[config.mk]
export PLATFORM = sky130hd
export DESIGN_NAME = cmdbuf_top
export DESIGN_NICKNAME = d
export VERILOG_FILES = /design/src/rtl/cmdbuf_pkg.sv /design/src/rtl/cmdbuf_select.sv /design/src/rtl/cmdbuf_gate.sv /design/src/rtl/cmdbuf_top.sv
export SDC_FILE = /design/constraint.sdc
export NUM_CORES = 1
export LEC_CHECK = 0
export BUFFER_PORTS_ARGS = -buffer_cell sky130_fd_sc_hd__buf_2
export CORE_ASPECT_RATIO = 0.75
export CORE_MARGIN = 10
export CORE_UTILIZATION = 40
export CTS_BUF_LIST = sky130_fd_sc_hd__clkbuf_2 sky130_fd_sc_hd__clkbuf_4 sky130_fd_sc_hd__clkbuf_8
export DETAILED_ROUTE_END_ITERATION = 7
export PLACE_DENSITY = 0.83
export SLEW_MARGIN = 15
export SYNTH_ARGS = -nofsm -noshare
export SYNTH_HDL_FRONTEND = slang
export SYNTH_SLANG_ARGS = --single-unit
[constraint.sdc]
create_clock -name clk -period 0.8 [get_ports clk]
set_clock_uncertainty 0.1 [all_clocks]
set_input_delay 0 -clock clk [delete_from_list [all_inputs] [get_ports clk]]
set_output_delay 0 -clock clk [all_outputs]
set_load 0.1 [all_outputs]
[src/rtl/cmdbuf_pkg.sv]
package cmdbuf_pkg;

    typedef enum logic [1:0] {
        MODE_WIDE   = 2'd0,
        MODE_DUAL_A = 2'd1,
        MODE_DUAL_B = 2'd2
    } cmdbuf_mode_e;

    function automatic cmdbuf_mode_e decode_mode(input logic dual, input logic upper);
        cmdbuf_mode_e m;
        if (!dual) begin
            m = MODE_WIDE;
        end else if (!upper) begin
            m = MODE_DUAL_A;
        end else begin
            m = MODE_DUAL_B;
        end
        return m;
    endfunction

endpackage

[src/rtl/cmdbuf_select.sv]
module cmdbuf_select
    import cmdbuf_pkg::*;
#(
    parameter int FULL_W = 25,
    parameter int HALF_W = 14
) (
    input  cmdbuf_mode_e        mode,
    input  logic [FULL_W-1:0]   din,
    output logic [FULL_W-1:0]   main_nxt,
    output logic [HALF_W-1:0]   copy_nxt
);
    localparam int OFS = FULL_W - HALF_W;

    // Main bus: each bit is passed or masked depending on the slice it falls in.
    for (genvar i = 0; i < FULL_W; i++) begin : g_main
        localparam bit IN_LOW  = (i < HALF_W);
        localparam bit IN_HIGH = (i >= OFS);
        always_comb begin
            case (mode)
                MODE_WIDE:   main_nxt[i] = din[i];
                MODE_DUAL_A: main_nxt[i] = IN_LOW  ? din[i] : 1'b0;
                MODE_DUAL_B: main_nxt[i] = IN_HIGH ? din[i] : 1'b0;
                default:     main_nxt[i] = 1'b0;
            endcase
        end
    end

    // Copy bus: the selected slice, right aligned.
    for (genvar j = 0; j < HALF_W; j++) begin : g_copy
        always_comb begin
            case (mode)
                MODE_DUAL_A: copy_nxt[j] = din[j];
                MODE_DUAL_B: copy_nxt[j] = din[j+OFS];
                default:     copy_nxt[j] = 1'b0;
            endcase
        end
    end

endmodule

[src/rtl/cmdbuf_gate.sv]
module cmdbuf_gate (
    input  logic sel_pri,
    input  logic sel_aux,
    output logic load_en
);
    // Hold only when both qualifiers are high.
    always_comb begin
        load_en = !(sel_pri && sel_aux);
    end

endmodule

[src/rtl/cmdbuf_top.sv]
module cmdbuf_top
    import cmdbuf_pkg::*;
#(
    parameter int FULL_W = 25,
    parameter int HALF_W = 14
) (
    input  logic              clk,
    input  logic              rst_n,
    input  logic              cfg_dual,
    input  logic              cfg_upper,
    input  logic              sel_pri,
    input  logic              sel_aux,
    input  logic [FULL_W-1:0] din,
    output logic [FULL_W-1:0] q_main,
    output logic [HALF_W-1:0] q_copy
);
    typedef struct packed {
        logic [FULL_W-1:0] main;
        logic [HALF_W-1:0] copy;
    } buf_state_t;

    cmdbuf_mode_e      mode;
    logic [FULL_W-1:0] main_nxt;
    logic [HALF_W-1:0] copy_nxt;
    logic              load_en;
    buf_state_t        st_d;
    buf_state_t        st_q;

    always_comb begin
        mode = decode_mode(cfg_dual, cfg_upper);
    end

    cmdbuf_select #(
        .FULL_W (FULL_W),
        .HALF_W (HALF_W)
    ) i_select (
        .mode     (mode),
        .din      (din),
        .main_nxt (main_nxt),
        .copy_nxt (copy_nxt)
    );

    cmdbuf_gate i_gate (
        .sel_pri (sel_pri),
        .sel_aux (sel_aux),
        .load_en (load_en)
    );

    always_comb begin
        st_d = st_q;
        if (load_en) begin
            st_d.main = main_nxt;
            st_d.copy = copy_nxt;
        end
    end

    always_ff @(posedge clk or negedge rst_n) begin
        if (!rst_n) begin
            st_q <= '0;
        end else begin
            st_q <= st_d;
        end
    end

    assign q_main = st_q.main;
    assign q_copy = st_q.copy;

endmodule

## Word-level counts from Yosys, hierarchy flattened

Index checks and enable logic that the tools add are counted.

| operators by class | value |
|---|---|
| equality and inequality tests | 2 |
| mux-type cells | 41 |
| reduce and logical (&&, ||, !) cells | 5 |

Operator list:

| cell | number |
|---|---|
| $pmux W1 S2 | 14 |
| $mux W1 | 25 |
| $mux W2 | 2 |
| $reduce_or A2 Y1 | 2 |
| $reduce_or A3 Y1 | 1 |
| $eq A2 B1 Y1 const B | 1 |
| $eq A2 B2 Y1 const B | 1 |
| $logic_not A2 Y1 | 1 |
| $logic_and A1 B1 Y1 | 1 |

| word-level totals | value |
|---|---|
| register bits | 39 |
| input port bits | 31 |
| output and inout port bits | 39 |
| logic and storage cells | 50 |

## Depth between registers and ports, before layout

| logic depth | value |
|---|---|
| depth in word-level cells | 5 |
| gate-level depth with buffers | 4 |
| depth with buffers taken out | 2 |

## Cells and area by module

Synthesis repeated with hierarchy kept, for this count alone.

| second synthesis, totals | value |
|---|---|
| cell total of the unflattened synthesis | 150 |
| area total of the unflattened synthesis | 1996.9 um2 |

By module, submodules not included:

| module | times used | cells an instance | area an instance (um2) | seq. area each (um2) |
|---|---|---|---|---|
| cmdbuf_top | 1 | 84 | 1506.4 | 975.9 |
| cmdbuf_select | 1 | 65 | 486.7 | 0.0 |
| cmdbuf_gate | 1 | 1 | 3.8 | 0.0 |

## Worst setup path before layout

Ideal clock, no wire load.

| timing path | value |
|---|---|
| path type | reg2reg |
| from | register q_main[11] (netlist name) |
| to | register st_q, in the netlist q_main[11] |
| setup time | 0.125 ns |
| data arrival time | 1.123 ns |
| data required time | 0.575 ns |
| slack | -0.549 ns |
| stages on the path, launching flop included | 2 |
| path buffers | 0 |
| clock period less this slack | 1.349 ns |
| cells stage by stage | dfrtp_1 mux2_4 |

RTL lines:

| what | line | source |
|---|---|---|
| end signal: assignment | cmdbuf_top.sv:61 | `st_q <= st_d;` |
| end: declaration | cmdbuf_top.sv:27 | `buf_state_t st_q;` |

## Worst setup path after layout

| timing path | value |
|---|---|
| from | register st_q, in the netlist q_main[9] |
| to | output port q_main[9] |

RTL lines:

| what | line | source |
|---|---|---|
| end: declaration | cmdbuf_top.sv:14 | `output logic [FULL_W-1:0] q_main,` |

No word-level cell between the ends.

==> run summary <==
period utilization - 149%
crit start category - flop
DRT Pass-1 Iters - 4
register area share after synthesis - 55.5%
status - finished with violations
Avg WL per Cell - 27.4 µm
die area - 0.00747 mm²
Max H-tree Level - 2
failing checks - negative hold slack, negative setup slack
total number of vias - 1779
hpwl dp - 4360 µm
Final Critical Period - 1.19 ns
Die Height - 77.4 µm
Hold/Removal Path Class - input port to flop
Max Cap Viol - 0
number of stages on the worst setup path - 2
vias in the first global route - 1884
Crit. End Element - output port
Clock Path Buffers - 2
max-slew violations - 0
I/O Pins - 70
FILL cells - 140
Place WS - -0.311 ns
Critical Path Slowest Stage Cell - dfrtp_4
CTS Buf Count - 5
post-synthesis register bit count - 39
row count - 20
Worst EP required - 0.70 ns
Netlist Area Pre-Place - 0.00176 mm²
Register-to-Register Path Depth - 2
WP buf/inv - 2
setup ws final - -0.394 ns
total power - 0.00724 W
WP data arrival - 1.09 ns
Starting Density - 42.3%
worst path cell trace - buf_6 > buf_12
final setup vio count - 78
Worst Path Max Fanout - 2
die width - 96.6 µm
Root Driver - clkbuf_8
syn avg cell area - 13.6 µm²
Reg area - 0.00112 mm²
library cells used by synthesis - 18
PwrDens - 1900 mW/mm²
Mapped Nets - 160
layout cell share with drive strength beyond 1 - 80.7%
Worst Hold Path Cells - 2
clk slew on worst S/H paths - 0.10 ns
RSZ-0062 raised after global routing - true
final antenna-violating net count - 0
max frequency - 838 MHz
GPL Wtd Cong - 0.806
# DRC - 0
endpoints failing hold - 19
Leak - 1.65 nW
Worst slew margin - 51.3%
CP peak stage delay - 0.51 ns
WS Path Type - flop to output port
Worst-Margin Slew - 0.728 ns
multi-input logic area - 872 µm²
initial drt markers - 144
Crit path max-delay family - flip-flops
I/O Buffers - 69
Util after Layout - 91.6%
final wirelength - 8620 µm
Synth Warn # - 0
total track usage - 20.0%
largest net degree at the start of global routing - 34
first-pass GRT wire length - 11400 µm
vias per std cell - 5.65
area grow syn2layout - 117%
Cells after Synth - 129
clock net sink count - 39
core footprint - 0.00415 mm²
gr ovfl total - 0
final hold slack - -0.137 ns
Worst VDD drop - 1.67 mV
initial antenna violation count - 1
CTS tree - yes
Clock Latency Late Sink - 0.29 ns
nets - 289
## final timing paths
check                                start          to  slack, ns
min in group asynchronous            rst_n   q_copy[0]       0.01
worst min-delay path                din[7]   q_main[7]      -0.14
worst max-delay path             q_main[9]   q_main[9]      -0.39
max in group asynchronous            rst_n   q_main[5]       0.13
worst min register to register   q_copy[5]   q_copy[5]       0.47
worst max register to register  q_main[12]  q_main[12]      -0.29
## logic make-up (layout without fill, tap and decap cells)
family | count (synthesis) | after routing | share of synthesized area (%)
flip-flops | 39 | 39 | 55.5
AO/OA/AOI/OAI | 38 | 38 | 21.7
buffers and inverters | 22 | 152 | 8.26
multiplexers | 17 | 17 | 10.5
AND/OR/NAND/NOR | 13 | 13 | 3.99
other | 0 | 1 | 0
## cell type report
type	instances	share of cell area, %
timing repair buffer	133	42.3
tap	55	1.81
clock inverter	3	0.526
multi-input combinational	68	22.9
antenna	1	0.0657
inverter	11	1.08
clock buffer	5	1.81
sequential	39	29.5
## layout by cell type (no fill, tap or decap), drive strengths merged, types with 2 or more instances in the layout
| cell | synthesis | final |
|---|---|---|
| clkbuf | 2 | 5 |
| clkinvlp | 0 | 2 |
| nand3 | 11 | 11 |
| dfrtp | 39 | 39 |
| o31ai | 11 | 11 |
| a22o | 11 | 11 |
| dlygate4sd3 | 0 | 14 |
| o2bb2ai | 14 | 14 |
| inv | 11 | 11 |
| buf | 9 | 119 |
| mux2i | 14 | 14 |
| mux2 | 3 | 3 |
## metal layers
layer,vias to the layer above,track usage [%],wire (µm)
li1,735,-,-
met4,0,3.48,330
met5,-,0,0
met2,110,33.9,4430
met1,910,24.4,3240
met3,24,6.06,626
## sequential cells by signal, indices dropped and copies added (netlist names)
| signal | cells |
|---|---|
| q_copy | 14 |
| q_main | 25 |
## synthesized netlist by cell type
cell type	number	share of area, %
a21bo_2	1	0.57
nand3_1	11	3.1
buf_6	5	3.2
a22o_1	11	5.5
mux2i_1	14	8.0
buf_4	2	0.85
clkbuf_1	2	0.43
mux2_4	3	2.6
o2bb2ai_1	4	2.0
o31ai_1	11	4.7
a22oi_1	1	0.43
nor2b_1	1	0.36
inv_1	11	2.3
buf_2	1	0.28
o2bb2ai_2	10	8.5
dfrtp_1	39	56
and2_4	1	0.50
buf_12	1	1.1
## worst register-to-register path, delay by kind of cell, from the launching register on
kind                   cells  cell delay, ns
buffers and inverters      1            0.12
DFF                        1            0.49
muxes                      1            0.26
## what timing repair did
item,in CTS,in global routing
endpoints found under the setup margin,78,78
hold buffers,19,4
gates resized for setup,40,24
hold endpoints to repair,78,34
pin swaps,2,1
setup buffers,17,8
## through the flow
step | instance area, µm² | std cells | TNS (ns)
after floorplan | 1960 | 129 | -8.34
after global placement | 3070 | 267 | -7.15
after detailed placement | 3070 | 267 | -8.83
after CTS | 3640 | 311 | -16.99
after global routing | 3810 | 315 | -20.72
final | 3810 | 315 | -19.25
## power by group
group	switching, W	total, W	internal [W]
logic	0.00198	0.00333	0.00135
registers	0.000228	0.00248	0.00225
clock network	0.000820	0.00143	0.000609
(Power assumes the default switching activity.)
